<file path="config.mk">
export PLATFORM = sky130hd
export DESIGN_NAME = xpt_matrix
export DESIGN_NICKNAME = d
export VERILOG_FILES = /design/src/rtl/xpt_pkg.sv /design/src/rtl/xpt_rst_sync.sv /design/src/rtl/xpt_onehot.sv /design/src/rtl/xpt_row_map.sv /design/src/rtl/xpt_cell_array.sv /design/src/rtl/xpt_matrix.sv
export SDC_FILE = /design/constraint.sdc
export NUM_CORES = 1
export LEC_CHECK = 0
export BUFFER_PORTS_ARGS = -buffer_cell sky130_fd_sc_hd__buf_2
export CORE_UTILIZATION = 51
export DETAILED_ROUTE_END_ITERATION = 12
export PLACE_DENSITY = 0.86
export SLEW_MARGIN = 0
export SYNTH_ARGS = -nofsm -noshare
export SYNTH_HDL_FRONTEND = slang
export SYNTH_SLANG_ARGS = --single-unit
</file>
<file path="constraint.sdc">
create_clock -name clk -period 3.5 [get_ports clk]
set_clock_uncertainty 0.15 [all_clocks]
set_input_delay 0 -clock clk [delete_from_list [all_inputs] [get_ports clk]]
set_output_delay 0 -clock clk [all_outputs]
set_load 0.01 [all_outputs]
</file>
<file path="src/rtl/xpt_pkg.sv">
package xpt_pkg;
  // Row scramble for the 4-bit row code: code -> physical row
  function automatic logic [3:0] scramble_row(input logic [3:0] code);
    logic [3:0] phys;
    if (code < 4'd6)       phys = code;
    else if (code < 4'd8)  phys = code + 4'd6;
    else if (code < 4'd14) phys = code - 4'd2;
    else                   phys = code;
    return phys;
  endfunction
endpackage

</file>
<file path="src/rtl/xpt_rst_sync.sv">
module xpt_rst_sync (
  input  logic clk,
  input  logic clear,
  output logic ready
);
  logic stage1_q;
  logic stage2_q;

  always_ff @(posedge clk or posedge clear) begin
    if (clear) begin
      stage1_q <= 1'b0;
      stage2_q <= 1'b0;
    end else begin
      stage1_q <= 1'b1;
      stage2_q <= stage1_q;
    end
  end

  assign ready = stage2_q;
endmodule

</file>
<file path="src/rtl/xpt_onehot.sv">
module xpt_onehot #(
  parameter int AW = 3,
  localparam int N = 1 << AW
) (
  input  logic [AW-1:0] code,
  output logic [N-1:0]  sel
);
  for (genvar i = 0; i < N; i++) begin : g_line
    assign sel[i] = (code == AW'(i));
  end
endmodule

</file>
<file path="src/rtl/xpt_row_map.sv">
module xpt_row_map #(
  parameter int ROW_AW   = 4,
  parameter bit SCRAMBLE = 1'b1,
  localparam int NROW = 1 << ROW_AW
) (
  input  logic [ROW_AW-1:0] code,
  output logic [NROW-1:0]   row_sel
);
  logic [ROW_AW-1:0] phys;

  if (SCRAMBLE && ROW_AW == 4) begin : g_scramble
    assign phys = xpt_pkg::scramble_row(code);
  end else begin : g_linear
    assign phys = code;
  end

  xpt_onehot #(.AW(ROW_AW)) u_dec (
    .code (phys),
    .sel  (row_sel)
  );
endmodule

</file>
<file path="src/rtl/xpt_cell_array.sv">
module xpt_cell_array #(
  parameter int NROW = 16,
  parameter int NCOL = 8,
  localparam int NCELL = NROW * NCOL
) (
  input  logic             clk,
  input  logic             clear,
  input  logic [NROW-1:0]  row_sel,
  input  logic [NCOL-1:0]  col_sel,
  input  logic             wr_en,
  input  logic             data_in,
  output logic [NCELL-1:0] cells
);
  for (genvar r = 0; r < NROW; r++) begin : g_row
    for (genvar c = 0; c < NCOL; c++) begin : g_col
      logic load;
      logic cell_d;
      logic cell_q;

      always_comb begin
        load   = wr_en & row_sel[r] & col_sel[c];
        cell_d = cell_q;
        if (load) cell_d = data_in;
      end

      always_ff @(posedge clk or posedge clear) begin
        if (clear) cell_q <= 1'b0;
        else if (load) cell_q <= cell_d;
      end

      assign cells[r*NCOL + c] = cell_q;
    end
  end
endmodule

</file>
<file path="src/rtl/xpt_matrix.sv">
module xpt_matrix #(
  parameter int ROW_AW   = 4,
  parameter int COL_AW   = 3,
  parameter bit SCRAMBLE = 1'b1,
  localparam int NROW  = 1 << ROW_AW,
  localparam int NCOL  = 1 << COL_AW,
  localparam int NCELL = NROW * NCOL
) (
  input  logic              clk,
  input  logic              clear,
  input  logic              cs,
  input  logic              strobe,
  input  logic              data_in,
  input  logic [ROW_AW-1:0] row_code,
  input  logic [COL_AW-1:0] col_code,
  output logic [NCELL-1:0]  xpt_on
);
  logic            wr_ready;
  logic            wr_en;
  logic [NROW-1:0] row_sel;
  logic [NCOL-1:0] col_sel;

  xpt_rst_sync u_sync (
    .clk   (clk),
    .clear (clear),
    .ready (wr_ready)
  );

  xpt_row_map #(.ROW_AW(ROW_AW), .SCRAMBLE(SCRAMBLE)) u_row (
    .code    (row_code),
    .row_sel (row_sel)
  );

  xpt_onehot #(.AW(COL_AW)) u_col (
    .code (col_code),
    .sel  (col_sel)
  );

  assign wr_en = cs & strobe & wr_ready;

  xpt_cell_array #(.NROW(NROW), .NCOL(NCOL)) u_cells (
    .clk     (clk),
    .clear   (clear),
    .row_sel (row_sel),
    .col_sel (col_sel),
    .wr_en   (wr_en),
    .data_in (data_in),
    .cells   (xpt_on)
  );
endmodule

</file>
==> results.md <==
* Status: completed
* # port buffers at 139
* Crit path DAT at 2.32 ns
* Yosys warnings at 0
* Switching share of total power at 23.2%
* DR vias at 4654
* Die width at 121 microns
* Post-synth EDFFs at 0
* RSZ-0062 raised after global routing: no
* Cells after Synth at 644
* Layout Cells excl Fill at 829
* Comb power frac at 7.9%
* Register area share after synthesis at 45.0%
* Clock sink count at 130
* Largest net degree at the start of global routing at 129
* First-pass DRT Iterations at 4
* FMAX at 0.461 GHz
* Layout cells sized above 1 at 49.0%
* Vias/cell at 5.61
* First-pass GRT wire length at 24.6 mm
* Max Root-Sink Buffers at 2
* Setup_tns at 0 ns
* Post-synthesis average cell area at 11.2 sq um
* Die area at 14600 sq um
* Post-CTS setup buffers at 0
* Int Power at 2.95 mW
* Worst-Skew Late Latency at 0.41 ns
* CP Capture Type: flip-flop
* Max IR drop VDD at 0.000328 V
* NetSw at 892 uW
* # nets final at 650
* Crit start category: flip-flop
* Overall routing resource usage at 22.4%
* Core area at 13800 sq um
* TritonCTS buffer count at 17
* Final count of negative-setup-slack endpoints at 0
* Max-cap violations at 0
* Worst-path fanout max at 8
* Initial antenna violation count at 0
* Worst slew margin at 26.6%
* Tightest Hold Check Type: primary input to flip-flop
* Netlist Area Pre-Place at 7220 sq um
* CTS root buf: clkbuf_16
* Part of the power in registers at 41.0%
* Hold slack at 0.0373 ns
* Average wire per standard cell at 19.0 microns
* Cell Area, Placed at 6940 sq um
* Syn Nets at 658
* WL final at 15.8 mm
* Total congestion overflow at 0
* Worst-margin pin slew at 1.10 ns
* Placed instance count at 794
* Final GP Congestion at 0.796
* DR iter-0 viols at 328
* Register bit total from synthesis at 130
* Slew Viols, Final at 0
* Worst EP required at 3.65 ns
* Cell Rows at 43
* Netlist cell types at 50
* Power share of the clock group at 51.1%
* TritonCTS clock tree: built
* Crit path time final at 2.17 ns
* Initial Utilization at 52.2%
* CTS HTree Levels at 4
* Final hold vios at 0
* Design Area, Final at 7630 sq um
* I/O pins at 140
* Leakage power at 3.89 nW
* Async set or reset register ratio after synthesis at 100%
* Ant. Diodes at 0
* Resize count post-CTS at 0
* DRC errors left at 0
* Main synth FF type: dfrtp_1
* Post-DP HPWL at 10.5 mm
* Pwr/cell area at 503 nW/um^2
* Vias in the first global route at 4443
* Kind of critical path: flip-flop to flip-flop
* Die height at 121 microns
* Post-route ant nets at 0
* Post-route clock period utilization at 61.9%
* Syn-to-layout area delta at 5.66%
* Worst-path clk slew at 0.05 ns
## synth_stat cells, types with 2 or more instances
cell type / count / area (sq um)
ha_1: 2 / 25.0
buf_2: 14 / 70.1
nand4_1: 3 / 18.8
nor3_1: 24 / 120
o2111ai_1: 2 / 17.5
o211ai_1: 2 / 15.0
nor4_2: 6 / 75.1
inv_1: 4 / 15.0
nor2b_1: 3 / 18.8
dlygate4sd1_1: 3 / 26.3
buf_4: 133 / 998
and4_2: 3 / 30.0
a21oi_1: 27 / 135
clkbuf_4: 3 / 22.5
mux2_2: 121 / 1360
and4_1: 3 / 26.3
dfrtp_1: 130 / 3250
mux2_1: 6 / 67.6
nand2_1: 2 / 7.51
nor2_1: 17 / 63.8
nand2b_1: 4 / 25.0
buf_6: 8 / 90.1
nand3_1: 86 / 430
clkbuf_1: 12 / 45.0
## through the flow
stage	utilization [%]	power (mW)	setup slack (ns)
2_1_floorplan	-	1.87	1.58
3_3_place_gp	50.2	1.89	1.13
3_5_place_dp	50.2	1.90	1.04
4_1_cts	55.2	3.88	1.37
5_1_grt	55.2	3.97	1.21
6_report	55.2	3.84	1.33
## worst paths after layout
kind	start	endpoint	slack [ns]	cells after the start
min	col_code[2]	u_cells.g_row[7].g_col[5].cell_q$_DFFE_PP0P_	0.04	4
max	u_sync.ready$_DFF_PP0_	u_cells.g_row[15].g_col[5].cell_q$_DFFE_PP0P_	1.33	4
max reg2reg	u_sync.ready$_DFF_PP0_	u_cells.g_row[15].g_col[5].cell_q$_DFFE_PP0P_	1.33	4
min reg2reg	u_sync.stage1_q$_DFF_PP0_	u_sync.ready$_DFF_PP0_	0.20	0
min in group asynchronous	clear	u_cells.g_row[0].g_col[3].cell_q$_DFFE_PP0P_	0.16	3
max in group asynchronous	clear	u_cells.g_row[13].g_col[2].cell_q$_DFFE_PP0P_	2.18	4
## metal layers
metal  routed length [microns]  vias up  track usage [%]
li1                          -     2112                -
met1                      6860     2323             30.0
met2                      7520      190             33.7
met3                      1090       29             7.14
met4                       290        0             8.41
met5                         0        -                0
## cell families after synthesis
logic type,after synthesis,synth area share [%]
and+or+nand+nor,166,13.3
buffers and inverters,179,17.8
AOI/OAI and AO/OA,35,2.91
DFF,130,45.0
muxes,128,20.0
other,1,0.0519
xor gates and xnor gates,3,0.624
adders and majority gates,2,0.346
## power by group through the flow
stage	Clock, mW	Combinational [mW]	Sequential, mW
after global routing	2.06	0.332	1.58
after global placement	0	0.295	1.60
final	1.96	0.303	1.57
after CTS	2.00	0.305	1.57
after floorplan	0	0.278	1.59
after detailed placement	0	0.302	1.60
## critical path, stage by stage, from the launching register on
cell	delay [ns]
dfrtp_1	0.44
nand3_1	0.28
nor3_1	0.63
nand3_1	0.19
mux2_1	0.36
## state kept, by name (all words and copies together), names as in the netlist
register,flops
u_cells.g_row.g_col.cell_q,128
u_sync.ready,1
u_sync.stage1_q,1
## area by class of cell
cell class	count	area [sq um]
Fill cell	1131	6190
Sequential cell	130	3250
Multi-Input combinational cell	335	2690
Timing Repair Buffer	147	778
Clock buffer	19	453
Tap cell	180	225
Clock inverter	13	206
Inverter	5	22.5
## cells in the final DEF (no fill, tap or decap), types with 2 or more instances in the layout
| master | count |
|---|---|
| nor2_1 | 17 |
| bufinv_16 | 5 |
| clkinvlp_4 | 3 |
| nor3_1 | 24 |
| o2111ai_1 | 2 |
| clkbuf_16 | 17 |
| buf_2 | 138 |
| clkinv_2 | 3 |
| o211ai_1 | 2 |
| nor2b_1 | 3 |
| nand2_1 | 2 |
| buf_4 | 5 |
| mux2_1 | 6 |
| and4_2 | 3 |
| ha_1 | 2 |
| dfrtp_1 | 130 |
| mux2_2 | 121 |
| inv_1 | 3 |
| nand3_1 | 86 |
| and4_1 | 3 |
| clkinv_4 | 2 |
| nand4_1 | 3 |
| nand2b_1 | 4 |
| dlygate4sd3_1 | 3 |
| a21oi_1 | 27 |
| clkbuf_8 | 2 |
| nor4_2 | 6 |
## repair_timing
item,CTS,global route
endpoints found under the setup margin,0,0
hold endpoints to repair,42,0
hold buffers,3,0
Power figures use the tool's default switching activity.
